$ cat src/rtl/tw_reg_pkg.sv
package tw_reg_pkg;

    localparam int BYTE_W = 8;
    localparam int WORD_W = 16;

    // phase of the byte engine
    typedef enum logic [2:0] {
        PH_IDLE,
        PH_RX,
        PH_SACK,
        PH_TX,
        PH_MACK
    } phase_e;

    // meaning of the byte being received
    typedef enum logic [1:0] {
        BY_ADDR,
        BY_CMD,
        BY_WHI,
        BY_WLO
    } byte_e;

    // what follows the acknowledge bit driven by the target
    typedef enum logic [2:0] {
        NX_CMD,
        NX_WHI,
        NX_WLO,
        NX_TX,
        NX_IDLE
    } next_e;

    // synchronized line view and bus events
    typedef struct packed {
        logic scl;
        logic sda;
        logic scl_rise;
        logic scl_fall;
        logic start;
        logic stop;
    } line_ev_t;

    function automatic byte_e kind_after(input next_e n);
        case (n)
            NX_CMD:  return BY_CMD;
            NX_WHI:  return BY_WHI;
            NX_WLO:  return BY_WLO;
            default: return BY_ADDR;
        endcase
    endfunction

    function automatic logic addr_match(input logic [BYTE_W-1:0] b,
                                        input logic [6:0] dev);
        return b[BYTE_W-1:1] == dev;
    endfunction

endpackage

$ cat src/rtl/tw_line_sync.sv
module tw_line_sync
    import tw_reg_pkg::*;
#(
    parameter int SYNC_STAGES = 2
) (
    input  logic     clk,
    input  logic     rst,
    input  logic     scl_in,
    input  logic     sda_in,
    output line_ev_t ev
);
    localparam int TOP = SYNC_STAGES - 1;

    logic [TOP:0] scl_ff;
    logic [TOP:0] sda_ff;
    logic         scl_q;
    logic         sda_q;

    // idle bus is high, so every stage resets to one
    always_ff @(posedge clk) begin
        if (rst) begin
            scl_ff <= '1;
            sda_ff <= '1;
            scl_q  <= 1'b1;
            sda_q  <= 1'b1;
        end else begin
            scl_ff <= {scl_ff[TOP-1:0], scl_in};
            sda_ff <= {sda_ff[TOP-1:0], sda_in};
            scl_q  <= scl_ff[TOP];
            sda_q  <= sda_ff[TOP];
        end
    end

    always_comb begin
        ev.scl      = scl_ff[TOP];
        ev.sda      = sda_ff[TOP];
        ev.scl_rise = scl_ff[TOP] & ~scl_q;
        ev.scl_fall = ~scl_ff[TOP] & scl_q;
        ev.start    = scl_ff[TOP] & scl_q & sda_q & ~sda_ff[TOP];
        ev.stop     = scl_ff[TOP] & scl_q & ~sda_q & sda_ff[TOP];
    end

endmodule

$ cat src/rtl/tw_byte_ctrl.sv
module tw_byte_ctrl
    import tw_reg_pkg::*;
#(
    parameter logic [6:0] DEV_ADDR = 7'h52,
    parameter int         REG_AW   = 4
) (
    input  logic              clk,
    input  logic              rst,
    input  logic              scl_rise,
    input  logic              scl_fall,
    input  logic              sda_lvl,
    input  logic              start_det,
    input  logic              stop_det,
    output logic              sda_low,
    output logic [REG_AW-1:0] rf_addr,
    input  logic [WORD_W-1:0] rf_rd_data,
    output logic              rf_wr_en,
    output logic [WORD_W-1:0] rf_wr_data
);
    localparam int HB = BYTE_W - 1;

    phase_e             ph;
    byte_e              kind;
    next_e              nxt;
    logic [HB-1:0]      shreg;
    logic [2:0]         bitcnt;
    logic [REG_AW-1:0]  addr_q;
    logic [REG_AW-1:0]  last_q;
    logic               rd_cmd_q;
    logic [HB:0]        hi_q;
    logic [WORD_W-1:0]  txw;
    logic               byte_idx;
    logic               mack_ok;
    logic               sda_low_q;
    logic               wr_q;
    logic [WORD_W-1:0]  wdat_q;
    logic [HB:0]        rx_byte;

    assign rx_byte = {shreg, sda_lvl};

    always_ff @(posedge clk) begin
        if (rst) begin
            ph        <= PH_IDLE;
            kind      <= BY_ADDR;
            nxt       <= NX_IDLE;
            shreg     <= '0;
            bitcnt    <= '0;
            addr_q    <= '0;
            last_q    <= '0;
            rd_cmd_q  <= 1'b0;
            hi_q      <= '0;
            txw       <= '0;
            byte_idx  <= 1'b0;
            mack_ok   <= 1'b0;
            sda_low_q <= 1'b0;
            wr_q      <= 1'b0;
            wdat_q    <= '0;
        end else begin
            wr_q <= 1'b0;
            if (stop_det) begin
                ph        <= PH_IDLE;
                sda_low_q <= 1'b0;
                rd_cmd_q  <= 1'b0;
            end else if (start_det) begin
                ph        <= PH_RX;
                kind      <= BY_ADDR;
                bitcnt    <= '0;
                sda_low_q <= 1'b0;
            end else begin
                case (ph)
                    PH_RX: begin
                        if (scl_rise) begin
                            shreg  <= rx_byte[HB-1:0];
                            bitcnt <= 3'(bitcnt + 3'd1);
                            if (bitcnt == 3'd7) begin
                                ph <= PH_SACK;
                                case (kind)
                                    BY_ADDR: begin
                                        if (!addr_match(rx_byte, DEV_ADDR)) begin
                                            ph <= PH_IDLE;
                                        end else if (rx_byte[0]) begin
                                            nxt      <= NX_TX;
                                            rd_cmd_q <= 1'b0;
                                            if (rd_cmd_q) last_q <= addr_q;
                                            else          addr_q <= last_q;
                                        end else begin
                                            nxt <= NX_CMD;
                                        end
                                    end
                                    BY_CMD: begin
                                        addr_q <= rx_byte[REG_AW-1:0];
                                        if (rx_byte[HB]) begin
                                            rd_cmd_q <= 1'b1;
                                            nxt      <= NX_IDLE;
                                        end else begin
                                            rd_cmd_q <= 1'b0;
                                            nxt      <= NX_WHI;
                                        end
                                    end
                                    BY_WHI: begin
                                        hi_q <= rx_byte;
                                        nxt  <= NX_WLO;
                                    end
                                    default: begin
                                        wr_q   <= 1'b1;
                                        wdat_q <= {hi_q, rx_byte};
                                        nxt    <= NX_IDLE;
                                    end
                                endcase
                            end
                        end
                    end
                    PH_SACK: begin
                        if (scl_fall) begin
                            if (!sda_low_q) begin
                                sda_low_q <= 1'b1;
                            end else begin
                                case (nxt)
                                    NX_TX: begin
                                        txw       <= rf_rd_data;
                                        sda_low_q <= ~rf_rd_data[WORD_W-1];
                                        bitcnt    <= '0;
                                        byte_idx  <= 1'b0;
                                        ph        <= PH_TX;
                                    end
                                    NX_IDLE: begin
                                        sda_low_q <= 1'b0;
                                        ph        <= PH_IDLE;
                                    end
                                    default: begin
                                        sda_low_q <= 1'b0;
                                        bitcnt    <= '0;
                                        kind      <= kind_after(nxt);
                                        ph        <= PH_RX;
                                    end
                                endcase
                            end
                        end
                    end
                    PH_TX: begin
                        if (scl_fall) begin
                            txw    <= txw << 1;
                            bitcnt <= 3'(bitcnt + 3'd1);
                            if (bitcnt == 3'd7) begin
                                sda_low_q <= 1'b0;
                                ph        <= PH_MACK;
                            end else begin
                                sda_low_q <= ~txw[WORD_W-2];
                            end
                        end
                    end
                    PH_MACK: begin
                        if (scl_rise) mack_ok <= ~sda_lvl;
                        if (scl_fall) begin
                            if (!byte_idx && mack_ok) begin
                                byte_idx  <= 1'b1;
                                bitcnt    <= '0;
                                sda_low_q <= ~txw[WORD_W-1];
                                ph        <= PH_TX;
                            end else begin
                                ph <= PH_IDLE;
                            end
                        end
                    end
                    default: ;
                endcase
            end
        end
    end

    assign sda_low    = sda_low_q;
    assign rf_addr    = addr_q;
    assign rf_wr_en   = wr_q;
    assign rf_wr_data = wdat_q;

endmodule

$ cat src/rtl/tw_reg_target.sv
module tw_reg_target
    import tw_reg_pkg::*;
#(
    parameter logic [6:0] DEV_ADDR    = 7'h52,
    parameter int         REG_AW      = 4,
    parameter int         SYNC_STAGES = 2
) (
    input  logic              clk,
    input  logic              rst,
    input  logic              scl_in,
    input  logic              sda_in,
    output logic              sda_oe_n,
    output logic [REG_AW-1:0] rf_addr,
    input  logic [15:0]       rf_rd_data,
    output logic              rf_wr_en,
    output logic [15:0]       rf_wr_data
);
    line_ev_t ev;
    logic     sda_low;
    logic     scl_lvl;
    logic     stop_seen;

    tw_line_sync #(.SYNC_STAGES(SYNC_STAGES)) u_sync (
        .clk    (clk),
        .rst    (rst),
        .scl_in (scl_in),
        .sda_in (sda_in),
        .ev     (ev)
    );

    tw_byte_ctrl #(.DEV_ADDR(DEV_ADDR), .REG_AW(REG_AW)) u_ctrl (
        .clk        (clk),
        .rst        (rst),
        .scl_rise   (ev.scl_rise),
        .scl_fall   (ev.scl_fall),
        .sda_lvl    (ev.sda),
        .start_det  (ev.start),
        .stop_det   (ev.stop),
        .sda_low    (sda_low),
        .rf_addr    (rf_addr),
        .rf_rd_data (rf_rd_data),
        .rf_wr_en   (rf_wr_en),
        .rf_wr_data (rf_wr_data)
    );

    assign sda_oe_n  = ~sda_low;
    assign scl_lvl   = ev.scl;
    assign stop_seen = ev.stop;

endmodule

$ cat config.mk
export PLATFORM = sky130hd
export DESIGN_NAME = tw_reg_target
export DESIGN_NICKNAME = d
export VERILOG_FILES = /design/src/rtl/tw_reg_pkg.sv /design/src/rtl/tw_line_sync.sv /design/src/rtl/tw_byte_ctrl.sv /design/src/rtl/tw_reg_target.sv
export SDC_FILE = /design/constraint.sdc
export NUM_CORES = 1
export LEC_CHECK = 0
export ABC_CLOCK_PERIOD_IN_PS = 1800
export BUFFER_PORTS_ARGS = -buffer_cell sky130_fd_sc_hd__buf_2
export CORE_UTILIZATION = 42
export CTS_CLUSTER_SIZE = 16
export DETAILED_ROUTE_END_ITERATION = 10
export HOLD_SLACK_MARGIN = 0.05
export MAX_ROUTING_LAYER = met4
export PLACE_DENSITY_LB_ADDON = 0.15
export SLEW_MARGIN = 20
export SYNTH_ARGS = -nofsm -noshare
export SYNTH_HDL_FRONTEND = slang
export SYNTH_SLANG_ARGS = --single-unit
$ cat constraint.sdc
create_clock -name clk -period 1.8 [get_ports clk]
set_input_delay 0.36 -clock clk [delete_from_list [all_inputs] [get_ports clk]]
set_output_delay 0.36 -clock clk [all_outputs]
set_load 0.005 [all_outputs]
==> out/results.tsv <==
stage	metric	value	unit
outcome	outcome	finished, final reports clean	
timing	tightest_slew	0.512	ns
logic_synthesis	synth_cells	370	
logic_synthesis	synth_cell_type_count	48	
worst_setup_path	r2r_cells	6	
placement	post-place-ws	-0.0183	ns
min_path	min_from	scl_in	
timing	relSlewSlack	65.7	%
worst_setup_path	critPathKind	reg -> reg	
worst_setup_path	cp-end-kind	flip-flop	
routing	drc	0	
timing	layout_setup_ws	0.108	ns
logic_synthesis	synth_area_per_cell	9.34	µm²
min_path	hold_depth	2	
timing	hold_viol	0	
finish	diodes	0	
placement	hpwl	5.26	mm
grt	antenna_found_initial	0	
finish	fin_nets	447	
worst_setup_path	worstPathRequired	2.06	ns
routing	viasPerCell	5.32	
job	cap_violations	0	
clock_network	ctsHoldBuffers	0	
routing	vias	2831	
die	start_util	44.0	%
clock_network	cts_tree	built	
worst_setup_path	critPathArrivalTime	1.95	ns
timing	fin_crit_sh	94.0	%
die	fp.dieW	92.7	µm
logic_synthesis	syn-num-nets	392	
clock_network	htree_levels	3	
worst_setup_path	r2r_slack	0.11	ns
logic_synthesis	syn-cell-area	3450	µm²
grt	grt_max_degree	33	
routing	wl	7.49	mm
power_and_ir_drop	swShare	24.2	%
timing	tns	0	ns
logic_synthesis	seq_area_frac_synth	44.6	%
power_and_ir_drop	seqPwrFrac	53.7	%
die	num_io_pins	42	
finish	syn_to_final_growth	19.6	%
clock_network	ctsRootBufferMaster	clkbuf_8	
routing	final_antenna_net_count	0	
timing	setup_viol	0	
routing	drt-initial-drc-count	149	
power_and_ir_drop	leakage	0.00177	µW
clock_network	clk_latency	0.36	ns
placement	portBuffers	41	
min_path	min_path_type	in -> reg	
clock_network	numCtsBuffers	9	
placement	placed_area	3860	µm²
timing	maxSlewViolCount	0	
min_path	holdPathEnd	u_sync.scl_ff[0]	
power_and_ir_drop	power.switching	772	µW
routing	dr.pass1.iters	4	
clock_network	clkTransAtPathRegs	0.08	ns
clock_network	cts_buffer_depth	2	
worst_setup_path	worstPathMaxFanout	5	
grt	grt_usage	19.3	%
placement	globalplace.congestion	0.922	
die	design.core.area	7850	µm²
power_and_ir_drop	p_int	2420	µW
grt	grt_pass1_vias	2578	
finish	num-fill-cells	769	
power_and_ir_drop	ir_worst_vdd	0.000415	V
worst_setup_path	cp-start-kind	flip-flop	
power_and_ir_drop	powerDensity	773	nW/µm²
power_and_ir_drop	p_comb_share	3.7	%
worst_setup_path	r2r-end	u_ctrl.ph[1]	
grt	grt_pass1_wl	12.7	mm
die	die_area	8590	µm²
logic_synthesis	ys_seq_elements	77	
logic_synthesis	ys_warn_count	0	
clock_network	clock_sinks	77	
die	die_height	92.7	µm
timing	fin_crit	1.69	ns
die	row_count	32	
finish	drive_above_1_share	25.8	%
timing	max_freq	591	MHz
grt	grt.overflow.total	0	
routing	wl_per_cell	14.1	µm
finish	finalCoreUtilization	52.6	%
finish	final_area	4130	µm²
power_and_ir_drop	clockPowerShare	42.6	%
worst_setup_path	reg2reg_from	u_ctrl.bitcnt[0]	
timing	finalClockSkew	0.0133	ns
-- through the flow --
stage | hold slack, ns | total power (µW) | std cells
floorplan | 0.389 | 1820 | 370
global placement | 0.391 | 1870 | 514
detailed placement | 0.393 | 1870 | 514
CTS | 0.167 | 3240 | 532
global route | 0.163 | 3310 | 532
finish | 0.181 | 3190 | 532
-- synth_stat cells, drive strengths merged --
master  count  area, µm²
nand2b      8       50.1
a21boi      1       7.51
and4bb      1       12.5
nor2b       6       37.5
nor4        1       12.5
dfxtp      77       1540
mux2        5       56.3
a31o        1       8.76
a221oi      2       17.5
and4b       1       10.0
o32ai       1       8.76
and4        1       8.76
xnor2       1       8.76
and3        4       30.0
o21a        1       7.51
or3b        1       8.76
and3b       2       17.5
nand3       9       45.0
clkbuf     15       56.3
a21o        4       30.0
nand2      17       63.8
a211oi     19        143
nand3b      3       22.5
a211o       1       8.76
nor3        7       45.0
nand4       3       18.8
or2         8       50.1
o21ai      14       73.8
inv         6       22.5
nor4bb      1       10.0
a21oi      15       75.1
buf        10       91.3
a31oi       7       43.8
nor2       55        206
or3         2       12.5
o311a       1       10.0
nor3b       2       15.0
ha          2       25.0
xor2        1       8.76
mux2i      51        510
o211a       1       10.0
and2        2       12.5
-- power groups by stage --
stage          combinational (µW)  sequential (µW)  clock [µW]
2_1_floorplan                65.9             1750           0
3_3_place_gp                  118             1750           0
3_5_place_dp                  119             1750           0
4_1_cts                       119             1710        1400
5_1_grt                       131             1720        1460
6_report                      119             1710        1360
-- worst max-delay path: stages, from the launching register on --
cell and delay (ns):
dfxtp_1 0.33, ha_1 0.21, ha_1 0.20, buf_4 0.16, or2_2 0.31, and2_1 0.17
a211oi_1 0.21
-- registers in the layout, summed over array words and instances, names as in the netlist --
name / cells
u_ctrl.rf_wr_data: 16
u_ctrl.txw: 16
u_ctrl.hi_q: 8
u_ctrl.shreg: 7
u_ctrl.last_q: 4
u_ctrl.rf_addr: 4
u_ctrl.bitcnt: 3
u_ctrl.nxt: 3
u_ctrl.ph: 3
u_ctrl.kind: 2
u_sync.scl_ff: 2
u_sync.sda_ff: 2
u_ctrl.byte_idx: 1
u_ctrl.mack_ok: 1
u_ctrl.rd_cmd_q: 1
u_ctrl.rf_wr_en: 1
u_ctrl.sda_low: 1
u_sync.scl_q: 1
u_sync.sda_q: 1
-- logic make-up after synthesis --
| kind of cell | Yosys count | synth area share, % |
|---|---|---|
| xor gates and xnor gates | 2 | 0.507 |
| DFF | 77 | 44.6 |
| and+or+nand+nor | 134 | 20.0 |
| AOI/OAI and AO/OA | 68 | 12.9 |
| muxes | 56 | 16.4 |
| adders and majority gates | 2 | 0.724 |
| buffers and inverters | 31 | 4.93 |
-- cell usage in the layout (no fill, tap or decap), drive strengths merged, types with 3 or more instances in the layout --
cell	n
dfxtp	77
buf	69
nor2	55
mux2i	51
a211oi	19
nand2	17
a21oi	15
o21ai	14
nand3	9
clkbuf	9
nand2b	8
or2	8
inv	8
a31oi	7
nor3	7
nor2b	6
mux2	5
a21o	4
and3	4
nand3b	3
nand4	3
-- layer usage --
| layer | share of wire, % | wire length, µm | global-route usage, % |
|---|---|---|---|
| met3 | 3.9 | 295 | 4.68 |
| met2 | 44 | 3280 | 27.3 |
| met5 | 0 | 0 | - |
| met4 | 1.4 | 102 | 6.03 |
| met1 | 51 | 3810 | 27.2 |
-- worst max-delay path by stage --
stage                                 end  cells after the start  slack [ns]             start
floorplan           u_ctrl.rf_wr_data[14]                      9        0.05  u_ctrl.bitcnt[0]
global placement    u_ctrl.rf_wr_data[13]                      6        0.09  u_ctrl.bitcnt[0]
detailed placement   u_ctrl.rf_wr_data[9]                      6       -0.02  u_ctrl.bitcnt[0]
CTS                      u_ctrl.bitcnt[0]                      6        0.05      u_ctrl.ph[1]
global route             u_ctrl.bitcnt[0]                      6      -0.002      u_ctrl.ph[1]
finish                       u_ctrl.ph[1]                      6        0.11  u_ctrl.bitcnt[0]
-- area by class of cell --
cell class                      count  area, µm²  share of cell area (%)
Timing Repair Buffer               69        465                    11.3
Clock inverter                      7       82.6                    2.00
Multi-Input combinational cell    262       1770                    42.7
Inverter                            6       22.5                   0.545
Tap cell                          102        128                    3.09
Clock buffer                        9        124                    3.00
Sequential cell                    77       1540                    37.4
-- what timing repair did --
action,CTS,global route
resized for setup,0,8
setup endpoints to repair,1,20
pin swaps,0,1
buffers inserted,2,0
(Power assumes the default switching activity.)
